`src/rtl/l1pc_pkg.sv`:
```
// Shared types for the blocking L1 permission controller.
// Assumes a two-bit permission code and a three-state sequencer.
package l1pc_pkg;
    typedef enum logic [1:0] {
        PERM_I = 2'd0,
        PERM_S = 2'd1,
        PERM_M = 2'd2
    } perm_e;

    typedef enum logic [1:0] {
        ST_IDLE = 2'd0,
        ST_MISS = 2'd1,
        ST_DONE = 2'd2
    } seq_e;

    localparam logic REQ_GETS = 1'b0;
    localparam logic REQ_GETM = 1'b1;
    localparam logic SNP_INV  = 1'b0;
    localparam logic SNP_DOWN = 1'b1;
endpackage

```
`src/rtl/l1pc_array.sv`:
```
// Direct-mapped storage of tag, permission and one word per block.
// Two combinational read ports: one for the core path, one for snoops.
// Update priority per block: grant install, then snoop, then store hit.
// Assumes the sequencer never drives a store hit in a snoop cycle.
module l1pc_array
    import l1pc_pkg::*;
#(
    parameter int IDX_W  = 4,
    parameter int TAG_W  = 2,
    parameter int WORD_W = 32
) (
    input  logic              clk,
    input  logic              rst_n,
    input  logic [IDX_W-1:0]  lk_idx,
    output perm_e             lk_perm,
    output logic [TAG_W-1:0]  lk_tag,
    output logic [WORD_W-1:0] lk_data,
    input  logic [IDX_W-1:0]  sn_idx,
    output logic [WORD_W-1:0] sn_data,
    input  logic              wr_en,
    input  logic [WORD_W-1:0] wr_data,
    input  logic              ins_en,
    input  logic [TAG_W-1:0]  ins_tag,
    input  perm_e             ins_perm,
    input  logic [WORD_W-1:0] ins_data,
    input  logic              snp_en,
    input  logic [TAG_W-1:0]  snp_tag,
    input  logic              snp_kind
);
    localparam int NBLK = 1 << IDX_W;

    perm_e             perm_v [NBLK];
    logic [TAG_W-1:0]  tag_v  [NBLK];
    logic [WORD_W-1:0] data_v [NBLK];

    for (genvar i = 0; i < NBLK; i++) begin : g_blk
        perm_e             perm_q;
        logic [TAG_W-1:0]  tag_q;
        logic [WORD_W-1:0] data_q;
        logic              sel_lk;
        logic              sel_sn;

        assign sel_lk = (lk_idx == IDX_W'(i));
        assign sel_sn = snp_en && (sn_idx == IDX_W'(i)) && (tag_q == snp_tag);

        // Per-block state update with install > snoop > store-hit priority.
        always_ff @(posedge clk) begin
            if (!rst_n) begin
                perm_q <= PERM_I;
                tag_q  <= '0;
                data_q <= '0;
            end else if (ins_en && sel_lk) begin
                perm_q <= ins_perm;
                tag_q  <= ins_tag;
                data_q <= ins_data;
            end else if (sel_sn) begin
                if (snp_kind == SNP_INV) begin
                    perm_q <= PERM_I;
                end else if (perm_q == PERM_M) begin
                    perm_q <= PERM_S;
                end
            end else if (wr_en && sel_lk) begin
                data_q <= wr_data;
            end
        end

        assign perm_v[i] = perm_q;
        assign tag_v[i]  = tag_q;
        assign data_v[i] = data_q;
    end

    assign lk_perm = perm_v[lk_idx];
    assign lk_tag  = tag_v[lk_idx];
    assign lk_data = data_v[lk_idx];
    assign sn_data = data_v[sn_idx];
endmodule

```
`src/rtl/l1pc_lookup.sv`:
```
// Permission-based hit decision for the operation on the core path.
// A load hits on Shared or Modified, a store only on Modified; a Modified
// block of another tag is a dirty victim.
module l1pc_lookup
    import l1pc_pkg::*;
#(
    parameter int TAG_W = 2
) (
    input  logic             op_we,
    input  logic [TAG_W-1:0] op_tag,
    input  perm_e            blk_perm,
    input  logic [TAG_W-1:0] blk_tag,
    output logic             hit,
    output logic             victim_dirty
);
    logic tag_eq;

    // Combine tag match with the permission the operation needs.
    always_comb begin
        tag_eq       = (blk_tag == op_tag);
        hit          = tag_eq && (op_we ? (blk_perm == PERM_M) : (blk_perm != PERM_I));
        victim_dirty = !tag_eq && (blk_perm == PERM_M);
    end
endmodule

```
`src/rtl/l1pc_seq.sv`:
```
// Blocking sequencer: accepts one operation, completes a hit in one cycle,
// or holds a permission request until its grant, then pulses done.
// Assumes the coherence side grants only while a request is outstanding.
module l1pc_seq
    import l1pc_pkg::*;
#(
    parameter int ADDR_W = 6,
    parameter int WORD_W = 32
) (
    input  logic              clk,
    input  logic              rst_n,
    input  logic              core_valid,
    input  logic [ADDR_W-1:0] core_addr,
    input  logic              core_we,
    input  logic [WORD_W-1:0] core_wdata,
    input  logic              snp_valid,
    input  logic              hit,
    input  logic [WORD_W-1:0] blk_data,
    input  logic              coh_gnt,
    input  logic [WORD_W-1:0] coh_gnt_data,
    output logic              core_ready,
    output logic              core_done,
    output logic [WORD_W-1:0] core_rdata,
    output logic              miss_busy,
    output logic [ADDR_W-1:0] op_addr,
    output logic              op_we,
    output logic              wr_en,
    output logic [WORD_W-1:0] wr_data,
    output logic              ins_en,
    output perm_e             ins_perm,
    output logic [WORD_W-1:0] ins_data
);
    seq_e              st_q;
    logic [ADDR_W-1:0] pend_addr_q;
    logic              pend_we_q;
    logic [WORD_W-1:0] pend_wdata_q;
    logic [WORD_W-1:0] rdata_q;
    logic              accept;

    // Handshake, operand selection and array update strobes.
    always_comb begin
        core_ready = (st_q == ST_IDLE) && !snp_valid;
        accept     = core_valid && core_ready;
        op_addr    = (st_q == ST_IDLE) ? core_addr : pend_addr_q;
        op_we      = (st_q == ST_IDLE) ? core_we   : pend_we_q;
        wr_en      = accept && hit && core_we;
        wr_data    = core_wdata;
        ins_en     = (st_q == ST_MISS) && coh_gnt;
        ins_perm   = pend_we_q ? PERM_M : PERM_S;
        ins_data   = pend_we_q ? pend_wdata_q : coh_gnt_data;
        miss_busy  = (st_q == ST_MISS);
        core_done  = (st_q == ST_DONE);
        core_rdata = rdata_q;
    end

    // State, pending operation and result register.
    always_ff @(posedge clk) begin
        if (!rst_n) begin
            st_q         <= ST_IDLE;
            pend_addr_q  <= '0;
            pend_we_q    <= 1'b0;
            pend_wdata_q <= '0;
            rdata_q      <= '0;
        end else begin
            case (st_q)
                ST_IDLE: begin
                    if (accept) begin
                        pend_addr_q  <= core_addr;
                        pend_we_q    <= core_we;
                        pend_wdata_q <= core_wdata;
                        if (hit) begin
                            rdata_q <= core_we ? core_wdata : blk_data;
                            st_q    <= ST_DONE;
                        end else begin
                            st_q    <= ST_MISS;
                        end
                    end
                end
                ST_MISS: begin
                    if (coh_gnt) begin
                        rdata_q <= ins_data;
                        st_q    <= ST_DONE;
                    end
                end
                default: st_q <= ST_IDLE;
            endcase
        end
    end
endmodule

```
`src/rtl/l1_perm_ctrl.sv`:
```
// Top of the blocking L1 permission controller: wires the sequencer,
// the hit decision and the block array, drives the coherence request
// and writeback, and acknowledges snoops one cycle after they arrive.
// Assumes at most one snoop per cycle and no snoop in a grant cycle.
module l1_perm_ctrl
    import l1pc_pkg::*;
#(
    parameter int ADDR_W = 6,
    parameter int WORD_W = 32,
    parameter int IDX_W  = 4
) (
    input  logic              clk,
    input  logic              rst_n,
    input  logic              core_valid,
    output logic              core_ready,
    input  logic [ADDR_W-1:0] core_addr,
    input  logic              core_we,
    input  logic [WORD_W-1:0] core_wdata,
    output logic              core_done,
    output logic [WORD_W-1:0] core_rdata,
    output logic              coh_req_valid,
    output logic              coh_req_kind,
    output logic [ADDR_W-1:0] coh_req_addr,
    output logic              coh_wb_valid,
    output logic [ADDR_W-1:0] coh_wb_addr,
    output logic [WORD_W-1:0] coh_wb_data,
    input  logic              coh_gnt,
    input  logic [WORD_W-1:0] coh_gnt_data,
    input  logic              snp_valid,
    input  logic              snp_kind,
    input  logic [ADDR_W-1:0] snp_addr,
    output logic              snp_ack,
    output logic [WORD_W-1:0] snp_data
);
    localparam int TAG_W = ADDR_W - IDX_W;

    logic [ADDR_W-1:0] op_addr;
    logic              op_we;
    perm_e             lk_perm;
    logic [TAG_W-1:0]  lk_tag;
    logic [WORD_W-1:0] lk_data;
    logic [WORD_W-1:0] sn_data;
    logic              hit;
    logic              victim_dirty;
    logic              miss_busy;
    logic              wr_en;
    logic [WORD_W-1:0] wr_data;
    logic              ins_en;
    perm_e             ins_perm;
    logic [WORD_W-1:0] ins_data;
    logic              ack_q;
    logic [WORD_W-1:0] ack_data_q;

    l1pc_seq #(.ADDR_W(ADDR_W), .WORD_W(WORD_W)) u_seq (
        .clk          (clk),
        .rst_n        (rst_n),
        .core_valid   (core_valid),
        .core_addr    (core_addr),
        .core_we      (core_we),
        .core_wdata   (core_wdata),
        .snp_valid    (snp_valid),
        .hit          (hit),
        .blk_data     (lk_data),
        .coh_gnt      (coh_gnt),
        .coh_gnt_data (coh_gnt_data),
        .core_ready   (core_ready),
        .core_done    (core_done),
        .core_rdata   (core_rdata),
        .miss_busy    (miss_busy),
        .op_addr      (op_addr),
        .op_we        (op_we),
        .wr_en        (wr_en),
        .wr_data      (wr_data),
        .ins_en       (ins_en),
        .ins_perm     (ins_perm),
        .ins_data     (ins_data)
    );

    l1pc_lookup #(.TAG_W(TAG_W)) u_lookup (
        .op_we        (op_we),
        .op_tag       (op_addr[ADDR_W-1:IDX_W]),
        .blk_perm     (lk_perm),
        .blk_tag      (lk_tag),
        .hit          (hit),
        .victim_dirty (victim_dirty)
    );

    l1pc_array #(.IDX_W(IDX_W), .TAG_W(TAG_W), .WORD_W(WORD_W)) u_array (
        .clk      (clk),
        .rst_n    (rst_n),
        .lk_idx   (op_addr[IDX_W-1:0]),
        .lk_perm  (lk_perm),
        .lk_tag   (lk_tag),
        .lk_data  (lk_data),
        .sn_idx   (snp_addr[IDX_W-1:0]),
        .sn_data  (sn_data),
        .wr_en    (wr_en),
        .wr_data  (wr_data),
        .ins_en   (ins_en),
        .ins_tag  (op_addr[ADDR_W-1:IDX_W]),
        .ins_perm (ins_perm),
        .ins_data (ins_data),
        .snp_en   (snp_valid),
        .snp_tag  (snp_addr[ADDR_W-1:IDX_W]),
        .snp_kind (snp_kind)
    );

    // Request and dirty-victim writeback driven from the pending operation.
    always_comb begin
        coh_req_valid = miss_busy;
        coh_req_kind  = op_we ? REQ_GETM : REQ_GETS;
        coh_req_addr  = op_addr;
        coh_wb_valid  = miss_busy && victim_dirty;
        coh_wb_addr   = {lk_tag, op_addr[IDX_W-1:0]};
        coh_wb_data   = lk_data;
    end

    // Snoop acknowledge with the word captured when the snoop arrived.
    always_ff @(posedge clk) begin
        if (!rst_n) begin
            ack_q      <= 1'b0;
            ack_data_q <= '0;
        end else begin
            ack_q <= snp_valid;
            if (snp_valid) begin
                ack_data_q <= sn_data;
            end
        end
    end

    assign snp_ack  = ack_q;
    assign snp_data = ack_data_q;
endmodule

```
`config.mk`:
```
export PLATFORM = sky130hd
export DESIGN_NAME = l1_perm_ctrl
export DESIGN_NICKNAME = d
export VERILOG_FILES = /design/src/rtl/l1pc_pkg.sv /design/src/rtl/l1pc_array.sv /design/src/rtl/l1pc_lookup.sv /design/src/rtl/l1pc_seq.sv /design/src/rtl/l1_perm_ctrl.sv
export SDC_FILE = /design/constraint.sdc
export NUM_CORES = 2
export LEC_CHECK = 0
export BUFFER_PORTS_ARGS = -buffer_cell sky130_fd_sc_hd__buf_2
export CORE_MARGIN = 2
export CORE_UTILIZATION = 28
export DETAILED_ROUTE_END_ITERATION = 8
export GPL_ROUTABILITY_DRIVEN = 0
export SETUP_SLACK_MARGIN = 0.05
export SYNTH_ARGS = -nofsm -noshare
export SYNTH_HDL_FRONTEND = slang
export SYNTH_HIERARCHICAL = 1
export SYNTH_SLANG_ARGS = --single-unit
export TNS_END_PERCENT = 10
```
`constraint.sdc`:
```
create_clock -name clk -period 13.4 [get_ports clk]
set_input_delay 0.67 -clock clk [delete_from_list [all_inputs] [get_ports clk]]
set_output_delay 0.67 -clock clk [all_outputs]
set_load 0.03 [all_outputs]
```
==> results.md <==
- Status: finished, final reports clean
- DR iter-0 viols: between 4,000 and 5,000
- Min Clock Period, post-route: 6.484 ns
- Sum Neg Setup Slack: 0 ns
- Yosys top cell area share: 0.3140
- Cells taking the most area after synthesis: dfxtp_1 (31%), mux4_2 (18%), mux2i_1 (13%)
- Top-Level Pins: about 200
- Chip Height: approximately 400 um
- CTS root buffer: clkbuf_16
- Total congestion overflow: 0
- RSZ-0062 raised after global routing: false
- Cells after DPL: ~6,000
- First-pass GRT wire length: between 200,000 and 250,000 um
- Max Cap Viol: 0
- CP endpoint kind: flop
- Clock Sink Count: about 700
- Final WL: about 170,000 um
- Vias in the first global route: around 35,000
- Final worst-path cycle share: 0.4839
- CP Launch Type: flop
- Hold Crit Class: input pin to flop
- Post-Synth Simple-Gate Area: 0.1634
- CTS Buffer Depth: 3
- Post-route ant nets: 0
- Adder-Cell Fraction of Synth Area: 0
- Post-synth ARST share: 0
- Unique cell type count in the Yosys netlist: between 60 and 70
- Initial antenna violation count: 28
- Share of layout cells above drive strength 1: 0.1997
- Total track usage: 0.2062
- Synth warnings: 6
- Tot Pwr: about 5 mW
- Slowest cell delay on critical path: between 0.6 and 0.7 ns
- Vias per cell: a little under 6
- Hold Fails Final Rpt: 0
- Drc violations: 0
- Yosys reg bits: roughly 680
- Pin count of the biggest net entering global routing: ~240
- Cell Area, Placed: about 45,000 um2
- Xor/xnor share of the synthesized area: 0.006849
- # H-tree levels: 3
- Transition time of the tightest slew-check pin: approximately 1.4 ns
- Maximum VDD drop: between 0.09 and 0.1 mV
- Core area: around 150,000 um2
- Cell Chain, Critical Path: nor2_1, buf_4, mux2_8, buf_4, mux4_2, mux4_2, xor2_1, a2111oi_2, and3_1, nand3_1, o31ai_4, buf_4, mux2i_1
- Synth Flop Type: dfxtp_1
- Hold_sp: core_addr[3]
- Post-route cell area: ~48,000 um2
- Post-CTS setup buffers: 0
- Fin cells: between 6,000 and 7,000
- Crit path launch: u_seq/st_q[0]$_SDFFE_PN0P_
- Worst Path Max Fanout: 46
- Share of synthesized area spent on multiplexers: 0.3185
- Final setup fails: 0
- Synthesized area per cell: slightly below 10 um2
- Worst flop-to-flop path startpoint: u_seq/st_q[0]$_SDFFE_PN0P_
- Area leader, netlist: dfxtp_1
- Layout area overhead: 9.712%
- HPWL Detailed: ~95,000 um
- Worst setup path class: flop to flop
- CTS tree: yes
- Average wire per standard cell: 26.88 um
- Starting Density: 0.2819
- Hold-fix buffers at CTS: 0
- Die ar.: roughly 160,000 um2
- Seq/Total Area, Yosys: 0.3140
- Worst EP arrival: a little over 7 ns
- Row count: around 140
- Leak: between 15 and 20 nW
- IO Port Bufs: around 200
- Most Frequent Cell on Critical Path: buf_4
- Nets@finish: ~4,200
- Latest clock arrival within the worst-skew pair: roughly 0.67 ns
- Post-synthesis cell area: 43,480 um2
- Pwr/cell area: between 100 and 150 nW/um2
- Slew Limit Headroom: 0.09325
- Max Fclk: between 150 and 200 MHz
- Syn Nets: between 4,000 and 5,000
- Chip width: between 300 and 400 um
- Synth Area in Compound Gates: 0.1258
- Number of synthesized flops with an enable pin: 0
- Post-Synthesis Cells: 4,414
- Slowest CP cell: buf_4
- Post-cts sizing count: 0
- Number of buffers created by CTS: slightly above 80
- Main combinational cell family by area after synthesis: multiplexers
- Worst EP required: 13.97 ns
- Vias after detailed routing: roughly 37,000
- DRT Pass-1 Iters: 5
- Slew Viols, Final: 0
- Max Clock Skew: approximately 0.034 ns
- CTS clk-pin slew, worst paths: roughly 0.06 ns
[critical path: cells and delay by family (launching register included)]
kind / cells / cell delay [ns]
xor gates and xnor gates: 1 / 0.18
and+or+nand+nor: 3 / 0.72
AOI/OAI and AO/OA: 2 / 1.30
DFF: 1 / 0.54
buffers and inverters: 3 / 1.56
muxes: 4 / 1.98
[synthesized netlist by cell type, types with 7 or more instances]
| cell type | number |
|---|---|
| mux4_2 | 340 |
| inv_1 | 11 |
| a21oi_2 | 8 |
| buf_12 | 9 |
| or3_1 | 512 |
| nand2b_1 | 10 |
| nor2b_1 | 36 |
| mux2i_1 | 576 |
| nand2_1 | 710 |
| buf_2 | 93 |
| o2bb2ai_1 | 8 |
| a21oi_1 | 48 |
| buf_6 | 26 |
| o211ai_1 | 534 |
| mux2_2 | 37 |
| a21boi_0 | 43 |
| xnor2_1 | 18 |
| nor2_1 | 18 |
| a32o_1 | 32 |
| dfxtp_1 | 682 |
| and2_1 | 18 |
| clkbuf_1 | 389 |
| buf_1 | 11 |
| o22ai_1 | 7 |
| or2_1 | 32 |
| o211a_1 | 9 |
| nand4_1 | 9 |
| buf_4 | 76 |
| nor2_2 | 11 |
| or2_2 | 8 |
| o21bai_1 | 8 |
| xor2_1 | 16 |
[through the flow]
step	setup slack [ns]	hold slack, ns	utilization
finish	6.916	0.2840	0.3093
global route	6.655	0.2828	0.3093
CTS	7.034	0.2616	0.3092
detailed placement	7.033	0.4439	0.2907
global placement	7.111	0.4378	0.2907
floorplan	8.268	0.4329	-
[cell type report]
class / instances / area (um2)
Timing Repair Buffer: 271 / 1604
Tap cell: 2044 / 2557
Clock inverter: 22 / 331.6
Multi-Input combinational cell: 3112 / 26970
Clock buffer: 127 / 2526
Antenna cell: 4 / 10.01
Fill cell: 15734 / 106500
Sequential cell: 682 / 13660
Inverter: 13 / 48.80
[power by group]
group	switching (mW)	internal (mW)
registers	0.0105	2.04
clock network	0.961	1.43
logic	0.417	0.169
total	1.39	3.64
[sequential cells by signal (all words and copies together), names as in the netlist]
register	cells
u_seq/st_q	2
u_array/g_blk.perm_q	32
u_array/g_blk.data_q	512
u_seq/pend_wdata_q	32
u_seq/pend_addr_q	6
u_seq/core_rdata	32
snp_ack	1
snp_data	32
u_seq/pend_we_q	1
u_array/g_blk.tag_q	32
[metal layers]
metal / wire length [um] / vias to the layer above / GRT usage
li1: - / 15923 / -
met1: 70140 / 18505 / 0.2807
met2: 76810 / 1899 / 0.3243
met3: 15740 / 359 / 0.04304
met4: 5794 / 30 / 0.06840
met5: 168 / - / 0
[path summary, 6_finish.rpt]
| path | end | slack (ns) | cells past startpoint |
|---|---|---|---|
| setup / recovery | u_array/g_blk[15].data_q[20]$_SDFFE_PN0P_ | 6.92 | 13 |
| hold / removal | u_seq/pend_addr_q[3]$_SDFFE_PN0P_ | 0.28 | 3 |
| setup reg to reg | u_array/g_blk[15].data_q[20]$_SDFFE_PN0P_ | 6.92 | 13 |
| hold reg to reg | u_seq/pend_wdata_q[11]$_SDFFE_PN0P_ | 0.45 | 2 |
[cell usage in the layout, fill, tap and decap left out, drive strengths merged, types with 4 or more instances in the layout]
| master | instances |
|---|---|
| a21boi | 48 |
| a21oi | 60 |
| a32o | 32 |
| and2 | 18 |
| buf | 269 |
| bufinv | 7 |
| clkbuf | 129 |
| clkinv | 12 |
| dfxtp | 682 |
| diode | 4 |
| inv | 15 |
| mux2 | 38 |
| mux2i | 576 |
| mux4 | 340 |
| nand2 | 711 |
| nand2b | 10 |
| nand3 | 5 |
| nand3b | 6 |
| nand4 | 9 |
| nor2 | 34 |
| nor2b | 36 |
| nor4 | 6 |
| o211a | 9 |
| o211ai | 534 |
| o21bai | 8 |
| o22ai | 7 |
| o2bb2ai | 8 |
| or2 | 41 |
| or3 | 512 |
| or4 | 6 |
| xnor2 | 18 |
| xor2 | 16 |
[kinds of logic (layout without fill, tap and decap cells)]
family          Yosys count  after routing
flops                   682            682
simple gates           1408           1408
buf+inv                 620            433
other cells               0              4
compound gates          716            716
mux                     954            954
xor+xnor                 34             34
No activity file was read; power rests on OpenSTA's default activity.
